File: config.mk
export PLATFORM = sky130hd
export DESIGN_NAME = mseq_top
export DESIGN_NICKNAME = d
export VERILOG_FILES = /design/src/rtl/mseq_pkg.sv /design/src/rtl/mseq_store.sv /design/src/rtl/mseq_dispatch.sv /design/src/rtl/mseq_seq.sv /design/src/rtl/mseq_decode.sv /design/src/rtl/mseq_top.sv
export SDC_FILE = /design/constraint.sdc
export NUM_CORES = 1
export LEC_CHECK = 0
export BUFFER_PORTS_ARGS = -buffer_cell sky130_fd_sc_hd__buf_2
export CAP_MARGIN = 20
export CORE_ASPECT_RATIO = 1.1
export CORE_MARGIN = 3
export CORE_UTILIZATION = 40
export CTS_BUF_LIST = sky130_fd_sc_hd__clkbuf_4 sky130_fd_sc_hd__clkbuf_8
export CTS_CLUSTER_SIZE = 24
export DETAILED_ROUTE_END_ITERATION = 6
export GPL_TIMING_DRIVEN = 0
export HOLD_SLACK_MARGIN = 0.03
export PLACE_DENSITY = 0.64
export SYNTH_ARGS = -nofsm -noshare
export SYNTH_HDL_FRONTEND = slang
export SYNTH_SLANG_ARGS = --single-unit
File: constraint.sdc
create_clock -name clk -period 2.4 [get_ports clk]
set_input_delay 0.48 -clock clk [delete_from_list [all_inputs] [get_ports clk]]
set_output_delay 0.48 -clock clk [all_outputs]
set_load 0.01 [all_outputs]
File: src/rtl/mseq_pkg.sv
package mseq_pkg;
    localparam int OP_W    = 3;
    localparam int UA_W    = 4;
    localparam int NUM_OPS = 1 << OP_W;
    localparam int ALU_N   = 4;

    typedef logic [UA_W-1:0] uaddr_t;
    typedef logic [OP_W-1:0] opc_t;

    typedef enum logic [1:0] {SEQ_FETCH, SEQ_NEXT, SEQ_DISPATCH} seq_e;
    typedef enum logic [1:0] {MEM_IDLE, MEM_IFETCH, MEM_LOAD, MEM_STORE} mem_e;
    typedef enum logic [1:0] {DST_NONE, DST_RT, DST_RD, DST_MEM} dst_e;
    typedef enum logic [1:0] {ALU_ADD, ALU_SUB, ALU_OR, ALU_FUNC} alu_e;

    typedef struct packed {
        logic ir_we;
        logic pc_we;
        logic opr_we;
        logic res_we;
        logic br_en;
        logic epc_we;
    } strobe_t;

    typedef struct packed {
        seq_e    seq;
        mem_e    mem;
        dst_e    dst;
        logic    alu_en;
        alu_e    alu;
        strobe_t stb;
    } uword_t;

    typedef struct packed {
        logic             mem_rd;
        logic             mem_wr;
        logic             mem_iaddr;
        strobe_t          stb;
        logic             reg_we;
        logic             reg_dst_rd;
        logic             wb_mem;
        logic [ALU_N-1:0] alu_sel;
    } ctrl_t;

    localparam uaddr_t UA_FETCH  = 4'd0;
    localparam uaddr_t UA_DECODE = 4'd1;
    localparam uaddr_t UA_RTYPE  = 4'd2;
    localparam uaddr_t UA_LOAD   = 4'd4;
    localparam uaddr_t UA_STORE  = 4'd7;
    localparam uaddr_t UA_ORI    = 4'd9;
    localparam uaddr_t UA_BEQ    = 4'd11;
    localparam uaddr_t UA_ILLEGAL= 4'd12;

    function automatic uaddr_t dispatch_entry(int op);
        case (op)
            0:       return UA_RTYPE;
            1:       return UA_LOAD;
            2:       return UA_STORE;
            3:       return UA_ORI;
            4:       return UA_BEQ;
            default: return UA_ILLEGAL;
        endcase
    endfunction
endpackage

File: src/rtl/mseq_store.sv
module mseq_store
    import mseq_pkg::*;
(
    input  uaddr_t addr,
    output uword_t word
);
    always_comb begin
        word = '0;
        word.seq = SEQ_FETCH;
        case (addr)
            4'd0: begin
                word.seq = SEQ_NEXT;   word.mem = MEM_IFETCH;
                word.alu_en = 1'b1;    word.alu = ALU_ADD;
                word.stb.ir_we = 1'b1; word.stb.pc_we = 1'b1;
            end
            4'd1: begin
                word.seq = SEQ_DISPATCH; word.stb.opr_we = 1'b1;
            end
            4'd2: begin
                word.seq = SEQ_NEXT; word.alu_en = 1'b1; word.alu = ALU_FUNC;
                word.stb.res_we = 1'b1;
            end
            4'd3: word.dst = DST_RD;
            4'd4: begin
                word.seq = SEQ_NEXT; word.alu_en = 1'b1; word.alu = ALU_ADD;
                word.stb.res_we = 1'b1;
            end
            4'd5: begin
                word.seq = SEQ_NEXT; word.mem = MEM_LOAD;
            end
            4'd6: word.dst = DST_MEM;
            4'd7: begin
                word.seq = SEQ_NEXT; word.alu_en = 1'b1; word.alu = ALU_ADD;
                word.stb.res_we = 1'b1;
            end
            4'd8: word.mem = MEM_STORE;
            4'd9: begin
                word.seq = SEQ_NEXT; word.alu_en = 1'b1; word.alu = ALU_OR;
                word.stb.res_we = 1'b1;
            end
            4'd10: word.dst = DST_RT;
            4'd11: begin
                word.alu_en = 1'b1; word.alu = ALU_SUB; word.stb.br_en = 1'b1;
            end
            4'd12: begin
                word.stb.epc_we = 1'b1; word.stb.pc_we = 1'b1;
            end
            default: word.seq = SEQ_FETCH;
        endcase
    end
endmodule

File: src/rtl/mseq_dispatch.sv
module mseq_dispatch
    import mseq_pkg::*;
#(
    parameter int ENTRIES = NUM_OPS
) (
    input  opc_t   opcode,
    output uaddr_t target
);
    uaddr_t table_q [ENTRIES];

    for (genvar g = 0; g < ENTRIES; g++) begin : g_entry
        assign table_q[g] = dispatch_entry(g);
    end

    assign target = table_q[opcode];
endmodule

File: src/rtl/mseq_seq.sv
module mseq_seq
    import mseq_pkg::*;
(
    input  logic   clk,
    input  logic   rst,
    input  seq_e   seq,
    input  uaddr_t disp_addr,
    input  logic   stall,
    output uaddr_t upc
);
    uaddr_t nxt;

    always_comb begin
        case (seq)
            SEQ_NEXT:     nxt = upc + uaddr_t'(1);
            SEQ_DISPATCH: nxt = disp_addr;
            default:      nxt = UA_FETCH;
        endcase
    end

    always_ff @(posedge clk) begin
        if (rst)         upc <= UA_FETCH;
        else if (!stall) upc <= nxt;
    end
endmodule

File: src/rtl/mseq_decode.sv
module mseq_decode
    import mseq_pkg::*;
(
    input  uword_t word,
    input  logic   stall,
    output ctrl_t  ctrl
);
    logic reg_we_raw;

    always_comb begin
        ctrl = '0;
        ctrl.mem_rd    = (word.mem == MEM_IFETCH) || (word.mem == MEM_LOAD);
        ctrl.mem_wr    = (word.mem == MEM_STORE);
        ctrl.mem_iaddr = (word.mem == MEM_IFETCH);
        reg_we_raw      = (word.dst != DST_NONE);
        ctrl.reg_dst_rd = (word.dst == DST_RD);
        ctrl.wb_mem     = (word.dst == DST_MEM);
        ctrl.reg_we     = reg_we_raw && !stall;
        ctrl.stb        = stall ? '0 : word.stb;
        if (word.alu_en)
            ctrl.alu_sel = ALU_N'(1) << word.alu;
    end
endmodule

File: src/rtl/mseq_top.sv
module mseq_top
    import mseq_pkg::*;
(
    input  logic             clk,
    input  logic             rst,
    input  logic [OP_W-1:0]  opcode,
    input  logic             mem_ready,
    output logic [UA_W-1:0]  upc,
    output logic             mem_rd,
    output logic             mem_wr,
    output logic             mem_iaddr,
    output logic             ir_we,
    output logic             pc_we,
    output logic             opr_we,
    output logic             res_we,
    output logic             br_en,
    output logic             epc_we,
    output logic             reg_we,
    output logic             reg_dst_rd,
    output logic             wb_mem,
    output logic [ALU_N-1:0] alu_sel
);
    uword_t word;
    uaddr_t disp_addr;
    ctrl_t  ctrl;
    logic   stall;

    assign stall = (word.mem != MEM_IDLE) && !mem_ready;

    mseq_store u_store (.addr(upc), .word(word));

    mseq_dispatch #(.ENTRIES(NUM_OPS)) u_disp (.opcode(opcode), .target(disp_addr));

    mseq_seq u_seq (
        .clk(clk), .rst(rst), .seq(word.seq),
        .disp_addr(disp_addr), .stall(stall), .upc(upc)
    );

    mseq_decode u_dec (.word(word), .stall(stall), .ctrl(ctrl));

    assign mem_rd     = ctrl.mem_rd;
    assign mem_wr     = ctrl.mem_wr;
    assign mem_iaddr  = ctrl.mem_iaddr;
    assign ir_we      = ctrl.stb.ir_we;
    assign pc_we      = ctrl.stb.pc_we;
    assign opr_we     = ctrl.stb.opr_we;
    assign res_we     = ctrl.stb.res_we;
    assign br_en      = ctrl.stb.br_en;
    assign epc_we     = ctrl.stb.epc_we;
    assign reg_we     = ctrl.reg_we;
    assign reg_dst_rd = ctrl.reg_dst_rd;
    assign wb_mem     = ctrl.wb_mem;
    assign alu_sel    = ctrl.alu_sel;
endmodule

==> insert_results.sql, run 1 <==
INSERT INTO impl_metrics (metric_group, metric, value, unit) VALUES
('cells_and_area', 'final_layout_size_suffix_gt1_frac', '0.476', ''),
('critical_path', 'crit_arrival', '1840', 'ps'),
('cells_and_area', 'fill_cells', '138', ''),
('timing', 'worstMarginPinSlew', '318', 'ps'),
('floorplan', 'total_die_area', '0.00218', 'sq mm'),
('min_path', 'holdCritPathClass', 'in2reg', ''),
('timing', 'setup_violations', '0', ''),
('timing', 'final-max-slew-violation-count', '0', ''),
('critical_path', 'worst_setup_path_start_kind', 'flop', ''),
('critical_path', 'timing.setup.critical_path_class', 'reg2out', ''),
('placement', 'numPlacedInstances', '130', ''),
('route', 'drt-total-wl', '1830', 'um'),
('timing', 'finalSetupTns', '0', 'ps'),
('yosys', 'ys_seq_elements', '4', ''),
('grt', 'grt_remaining_overflow', '0', ''),
('floorplan', 'initial_utilization', '0.456', ''),
('route', 'routed_via_density', '5.41', ''),
('timing', 'worst_case_clock_skew', '11.5', 'ps'),
('cells_and_area', 'diodes', '0', ''),
('route', 'post_drt_wl_per_cell', '13.1', 'um'),
('cells_and_area', 'final-instance-count-excl-fill', '140', ''),
('cts', 'path_clk_slew', '50', 'ps'),
('cts', 'max-clock-path-buffers', '2', ''),
('floorplan', 'pin_count', '26', ''),
('critical_path', 'end_kind', 'output pin', ''),
('timing', 'final_number_of_hold_violating_endpoints', '0', ''),
('power', 'pd_cells', '981', 'mW/mm^2'),
('yosys', 'postSynthCellCount', '89', ''),
('cts', 'clk-insertion-delay-late', '240', 'ps'),
('cts', 'tritoncts.num_buffers', '3', ''),
('floorplan', 'fp.dieH', '48.7', 'um'),
('cells_and_area', 'max_flop_register', 'u_seq.upc', ''),
('cells_and_area', 'layout_top_registers', 'u_seq.upc x4', ''),
('timing', 'layout_min_cycle_time', '2320', 'ps'),
('placement', 'post-dp-hpwl', '1350', 'um'),
('run_status', 'run_status', 'complete, no violations', ''),
('route', 'firstDrtPassIters', '4', ''),
('yosys', 'synth_top_cells_by_area', 'ha_1 25%, dfxtp_1 12%, inv_1 5.7%', ''),
('timing', 'relSlewSlack', '0.788', ''),
('grt', 'first_pass_grt_wire_length', '3030', 'um'),
('yosys', 'synth.top_cell.area_share', '0.245', ''),
('cts', 'h_tree_level_count', '1', ''),
('grt', 'first_global_vias', '673', ''),
('cells_and_area', 'areaGrowthSynthToFinish', '44.9', '%'),
('yosys', 'synth_cell_type_count', '32', ''),
('yosys', 'yosys.area.top_type', 'ha_1', ''),
('grt', 'gr-usage-all-layers', '0.179', ''),
('cells_and_area', 'final_core_utilization', '0.661', ''),
('grt', 'grt_max_degree', '11', ''),
('cts', 'cts_tree', 'done', ''),
('yosys', 'post_synth_instance_area', '663', 'sq um'),
('cells_and_area', 'layout_commonest_cell', 'buf_2', ''),
('flow_run', 'max-cap-violations', '0', ''),
('yosys', 'net_count_after_synthesis', '108', ''),
('route', 'antenna_violating_nets_post_route', '0', ''),
('cells_and_area', 'final_nets', '145', ''),
('yosys', 'ys.warnings.count', '0', ''),
('power', 'max-vdd-ir-drop', '506', 'uV'),
('floorplan', 'standard_cell_rows', '14', ''),
('route', 'drt-initial-drc-count', '10', ''),
('power', 'power.leakage', '0.503', 'nW'),
('cells_and_area', 'largest_register_ffs', '4', ''),
('critical_path', 'worst-path-max-fanout', '7', ''),
('grt', 'antenna_found_initial', '0', ''),
('timing', 'max_freq', '430', 'MHz'),
('timing', 'layout_worst_path_cycle_share', '0.968', ''),
('timing', 'grt_setup_unrepaired', 'yes', ''),
('placement', 'place.gp.congestion', '0.829', ''),
('floorplan', 'die_width', '44.8', 'um'),
('placement', 'place.port_buffers', '25', ''),
('cts', 'clock-sinks', '4', ''),
('cts', 'cts_root_buf', 'clkbuf_4', ''),
('floorplan', 'core_area', '0.00145', 'sq mm'),
('critical_path', 'timing.critical_path.required', '1920', 'ps'),
('yosys', 'syn_avg_cell_area', '7.45', 'sq um'),
('yosys', 'ys_seq_area_frac', '0.121', ''),
('route', 'route.vias.total', '758', ''),
('route', 'number_of_drc_violations_after_detailed_routing', '0', ''),
('cells_and_area', 'layout.cells.most_common_list', '26 x buf_2, 10 x ha_1, 9 x nor2_1', '');
-- stage by stage --
| stage | setup WS [ps] | power, mW | area (sq um) | hold slack, ps |
|---|---|---|---|---|
| after global placement | -91.3 | 0.754 | 808 | 616 |
| after floorplan | 17.2 | 0.589 | 663 | 549 |
| after detailed placement | -125 | 0.766 | 808 | 613 |
| after global routing | -36.3 | 1.04 | 961 | 465 |
| final | 75.7 | 0.942 | 961 | 478 |
| after CTS | 15.5 | 0.910 | 883 | 463 |
-- critical path, cell delays in order, from the launching register on --
cell     delay (ps)
dfxtp_1         350
buf_6           130
inv_2            90
nor2_4          140
a22oi_2          80
ha_2            200
or2_4           270
and4_1          200
buf_2           130
-- layer usage --
layer / global-route usage / share of wire / vias to the layer above / wire [um]
met5: 0 / 0 / - / 0
met4: 0.0537 / 0.011 / 0 / 21
met3: 0.0481 / 0.063 / 2 / 115
met2: 0.294 / 0.51 / 28 / 939
met1: 0.221 / 0.41 / 342 / 754
li1: - / - / 386 / -
-- final cells by class --
class / count / area (sq um) / area share
repair buffers: 33 / 185 / 0.193
well taps: 16 / 20.0 / 0.0208
inverters: 13 / 48.8 / 0.0508
plain buffers: 3 / 27.5 / 0.0286
flip-flops and latches: 4 / 87.6 / 0.0911
multi-input cells: 68 / 569 / 0.592
clock buffers: 3 / 22.5 / 0.0234
-- cells in the mapped netlist --
master and n:
o311ai_2 1, nor2_4 1, or2_1 1, nor2_2 1
ha_1 13, a41oi_1 1, nor4b_1 2, o21ai_1 3
o21a_1 1, a221oi_2 1, a2111oi_2 1, mux2i_1 1
nand2b_1 2, a31oi_1 1, and4_1 1, nand3_1 2
dfxtp_1 4, a21oi_1 4, a32oi_1 1, or3_1 1
buf_4 2, nand2_1 8, nor2_1 10, nor3_1 1
a311oi_1 1, o21ai_0 2, o32ai_1 3, and3_1 2
a22oi_1 2, inv_1 10, buf_2 2, inv_2 3
-- logic make-up (layout without fill, tap and decap cells) --
group / count (synthesis) / count (layout) / synth area share
mux: 1 / 1 / 0.0151
buf+inv: 17 / 52 / 0.111
flops: 4 / 4 / 0.121
fa+ha+maj: 13 / 13 / 0.245
compound gates: 22 / 22 / 0.260
simple gates: 32 / 32 / 0.247
-- worst paths after layout --
check | end | slack, ps | startpoint | cells after the start
setup reg to reg | u_seq.upc[2] | 220 | u_seq.upc[0] | 8
hold reg to reg | u_seq.upc[1] | 600 | u_seq.upc[1] | 2
setup / recovery | epc_we | 80 | u_seq.upc[2] | 8
hold / removal | u_seq.upc[1] | 480 | rst | 2
-- what timing repair did --
item,4_1_cts,5_1_grt
hold buffers,0,0
cloned,0,0
buffers inserted,1,7
resized for setup,13,7
pin swaps,3,5
setup endpoints to repair,6,3
-- power breakdown --
part           switching (mW)  total [mW]  internal, mW
combinational           0.404       0.737         0.333
clock                  0.0332      0.0895        0.0563
sequential             0.0260       0.116        0.0900
Power figures use the tool's default switching activity.
==> run 2: changes to the inputs <==
Settings changed: ABC_AREA set to 1.
==> run 2 against run 1 <==
  * Non-clock buffer count fell by 9
  * Critical path depth grew 3
  * Routed wire length shrank 21%
  * Highest routed layer is now met3
==> insert_results.sql, run 2 <==
INSERT INTO impl_metrics (metric_group, metric, value, unit) VALUES
('run_status', 'run_status', 'complete, no violations', ''),
('grt', 'first_pass_grt_wire_length', '2430', 'um'),
('floorplan', 'fp.dieH', '48.3', 'um'),
('critical_path', 'timing.setup.critical_path_class', 'reg2out', ''),
('route', 'routed_via_density', '4.70', ''),
('yosys', 'synth.top_cell.area_share', '0.250', ''),
('yosys', 'synthMostInstantiatedCell', 'nand2_1', ''),
('critical_path', 'crit_cells', '11', ''),
('cts', 'clk-insertion-delay-late', '230', 'ps'),
('critical_path', 'worst_setup_path_start_kind', 'flop', ''),
('grt', 'first_global_vias', '606', ''),
('critical_path', 'crit_buf_inv', '5', ''),
('cts', 'h_tree_level_count', '1', ''),
('yosys', 'ys_seq_area_frac', '0.123', ''),
('power', 'power.leakage', '0.501', 'nW'),
('floorplan', 'initial_utilization', '0.448', ''),
('timing', 'final_number_of_hold_violating_endpoints', '0', ''),
('cts', 'cts_hold_buf', '0', ''),
('grt', 'gr-usage-all-layers', '0.144', ''),
('critical_path', 'cpMaxStageDelayCell', 'dfxtp_2', ''),
('cells_and_area', 'layout_top_registers', 'u_seq.upc x4', ''),
('route', 'drt-total-wl', '1450', 'um'),
('yosys', 'ys_async_sr_fraction', '0', ''),
('route', 'drt-initial-drc-count', '5', ''),
('min_path', 'holdCritPathClass', 'in2reg', ''),
('min_path', 'worstHoldPathCells', '2', ''),
('yosys', 'synth_cell_type_count', '18', ''),
('critical_path', 'crit_start', 'u_seq.upc[1]', ''),
('cts', 'path_clk_slew', '40', 'ps'),
('cts', 'tritoncts.num_buffers', '3', ''),
('cells_and_area', 'max_flop_register', 'u_seq.upc', ''),
('cells_and_area', 'largest_register_ffs', '4', ''),
('grt', 'grt_max_degree', '9', ''),
('power', 'max-vdd-ir-drop', '478', 'uV'),
('timing', 'layout_worst_path_cycle_share', '0.944', ''),
('cells_and_area', 'diodes', '0', ''),
('floorplan', 'die_width', '44.5', 'um'),
('timing', 'worstMarginPinSlew', '277', 'ps'),
('critical_path', 'timing.critical_path.required', '1920', 'ps'),
('critical_path', 'worst-path-max-fanout', '7', ''),
('yosys', 'postSynth.topFlopCell', 'dfxtp_1', ''),
('critical_path', 'reg2regPathDepth', '10', ''),
('yosys', 'syn_avg_cell_area', '6.08', 'sq um'),
('grt', 'antenna_found_initial', '0', ''),
('timing', 'final-max-slew-violation-count', '0', ''),
('placement', 'place.port_buffers', '25', ''),
('floorplan', 'total_die_area', '0.00215', 'sq mm'),
('grt', 'grt_remaining_overflow', '0', ''),
('critical_path', 'timing.critical_path.cells', 'inv_1 -> ha_2 -> inv_1 -> nor2_1 -> inv_1 -> nand2_2 -> inv_1 -> ha_2 -> nor2_4 -> nor2_1 -> buf_2', ''),
('route', 'firstDrtPassIters', '4', ''),
('yosys', 'ys_seq_elements', '4', ''),
('floorplan', 'core_area', '0.00145', 'sq mm'),
('cells_and_area', 'areaGrowthSynthToFinish', '30.4', '%'),
('cts', 'max-clock-path-buffers', '2', ''),
('cells_and_area', 'multi_input_comb_area', '489', 'sq um'),
('placement', 'place.gp.congestion', '0.769', ''),
('route', 'post_drt_wl_per_cell', '9.56', 'um'),
('timing', 'layout_min_cycle_time', '2270', 'ps'),
('power', 'pd_cells', '1000', 'mW/mm^2'),
('timing', 'relSlewSlack', '0.814', ''),
('floorplan', 'standard_cell_rows', '14', ''),
('cells_and_area', 'layout.cells.most_common_list', '25 x buf_2, 24 x nand2_1, 20 x inv_1', ''),
('flow_run', 'max-cap-violations', '0', ''),
('yosys', 'ys.warnings.count', '0', ''),
('placement', 'numPlacedInstances', '148', ''),
('critical_path', 'end_kind', 'output pin', ''),
('cells_and_area', 'final_nets', '157', ''),
('critical_path', 'cp_slowest_stage_delay', '340', 'ps'),
('placement', 'post-dp-hpwl', '1250', 'um'),
('cells_and_area', 'final_layout_size_suffix_gt1_frac', '0.360', ''),
('yosys', 'post_synth_instance_area', '651', 'sq um'),
('cts', 'cts_root_buf', 'clkbuf_4', ''),
('cells_and_area', 'final-instance-count-excl-fill', '152', ''),
('timing', 'whs', '454', 'ps'),
('cells_and_area', 'fill_cells', '145', ''),
('yosys', 'net_count_after_synthesis', '126', ''),
('timing', 'max_freq', '441', 'MHz'),
('timing', 'setup_violations', '0', ''),
('route', 'number_of_drc_violations_after_detailed_routing', '0', ''),
('route', 'route.vias.total', '714', ''),
('yosys', 'yosys.area.top_type', 'ha_1', ''),
('min_path', 'hold_path_startpoint', 'rst', ''),
('route', 'antenna_violating_nets_post_route', '0', ''),
('yosys', 'synth.top_cells.by_count', '27 x nand2_1, 20 x inv_1, 13 x ha_1', ''),
('yosys', 'postSynthCellCount', '107', ''),
('cells_and_area', 'layout_commonest_cell', 'buf_2', ''),
('critical_path', 'r2r-start', 'u_seq.upc[0]', ''),
('floorplan', 'pin_count', '26', ''),
('critical_path', 'crit_arrival', '1790', 'ps'),
('critical_path', 'crit_path_frequent_cell', 'inv_1', ''),
('critical_path', 'cpLargestDelayFamily', 'buffers and inverters', ''),
('yosys', 'synth_top_cells_by_area', 'ha_1 25%, nand2_1 16%, dfxtp_1 12%', ''),
('cells_and_area', 'register_area', '82.6', 'sq um'),
('cts', 'clock-sinks', '4', ''),
('yosys', 'synth-edff-count', '0', ''),
('cts', 'cts_tree', 'done', ''),
('timing', 'worst_case_clock_skew', '5.52', 'ps');
-- run 2: changes by cell type in the layout (fill, tap and decap cells not counted), moves of 3 or more --
| cell | delta |
|---|---|
| nand2_2 | +4 |
| nor2_2 | +3 |
| nand2_1 | +16 |
| o21ai_1 | -3 |
| buf_4 | -7 |
| nor2_1 | +3 |
| a21oi_1 | +3 |
| o32ai_1 | -3 |
| inv_1 | +12 |
-- run 2: final timing paths --
check,endpoint,slack [ps]
setup reg to reg,u_seq.upc[0],430
setup / recovery,br_en,130
hold / removal,u_seq.upc[3],450
hold reg to reg,u_seq.upc[1],510
-- run 2: per-stage QoR --
stage	instance area (sq um)	TNS (ps)	power [mW]	utilization	setup slack, ps
after floorplan	651	0	0.552	-	359
after global placement	796	0	0.731	0.547	57.3
after detailed placement	796	0	0.736	0.547	19.3
after CTS	832	0	0.844	0.572	21.9
after global routing	848	-25.3	0.963	0.583	-12.9
final	848	0	0.853	0.583	134
-- run 2: kinds of logic after synthesis --
kind of cell,Yosys count,share of synthesized area
simple gates,51,0.354
buf+inv,25,0.156
compound gates,14,0.117
fa+ha+maj,13,0.250
flops,4,0.123
-- run 2: power by group --
part / leakage [nW] / internal [mW] / switching, mW
Sequential: 0.0333 / 0.0864 / 0.0256
Clock: 0.0138 / 0.0557 / 0.0253
Combinational: 0.454 / 0.268 / 0.392
Total: 0.501 / 0.410 / 0.442
-- run 2: timing repair --
item	CTS	global route
setup endpoints to repair	5	6
buffers inserted	1	0
pin swaps	1	1
gates resized for setup	2	7
-- run 2: layer usage --
layer | part of all wire | wire, um | global-route usage
met1 | 0.42 | 605 | 0.166
met5 | 0 | 0 | 0
met2 | 0.53 | 768 | 0.240
met4 | 0 | 0 | 0.0452
met3 | 0.054 | 79 | 0.0519
-- run 2: worst register-to-register path: cells and delay by family, from the launching register on --
family,cells,cell delay [ps]
and+or+nand+nor,4,620
adders and majority gates,2,440
DFF,1,380
AOI/OAI and AO/OA,2,320
buffers and inverters,2,150
-- run 2: area by class of cell --
class                           count  share of cell area
Multi-Input combinational cell     78               0.577
Timing Repair Buffer               26               0.156
Inverter                           24               0.106
Sequential cell                     4              0.0973
Clock buffer                        3              0.0265
Tap cell                           16              0.0236
Buffer                              1              0.0133
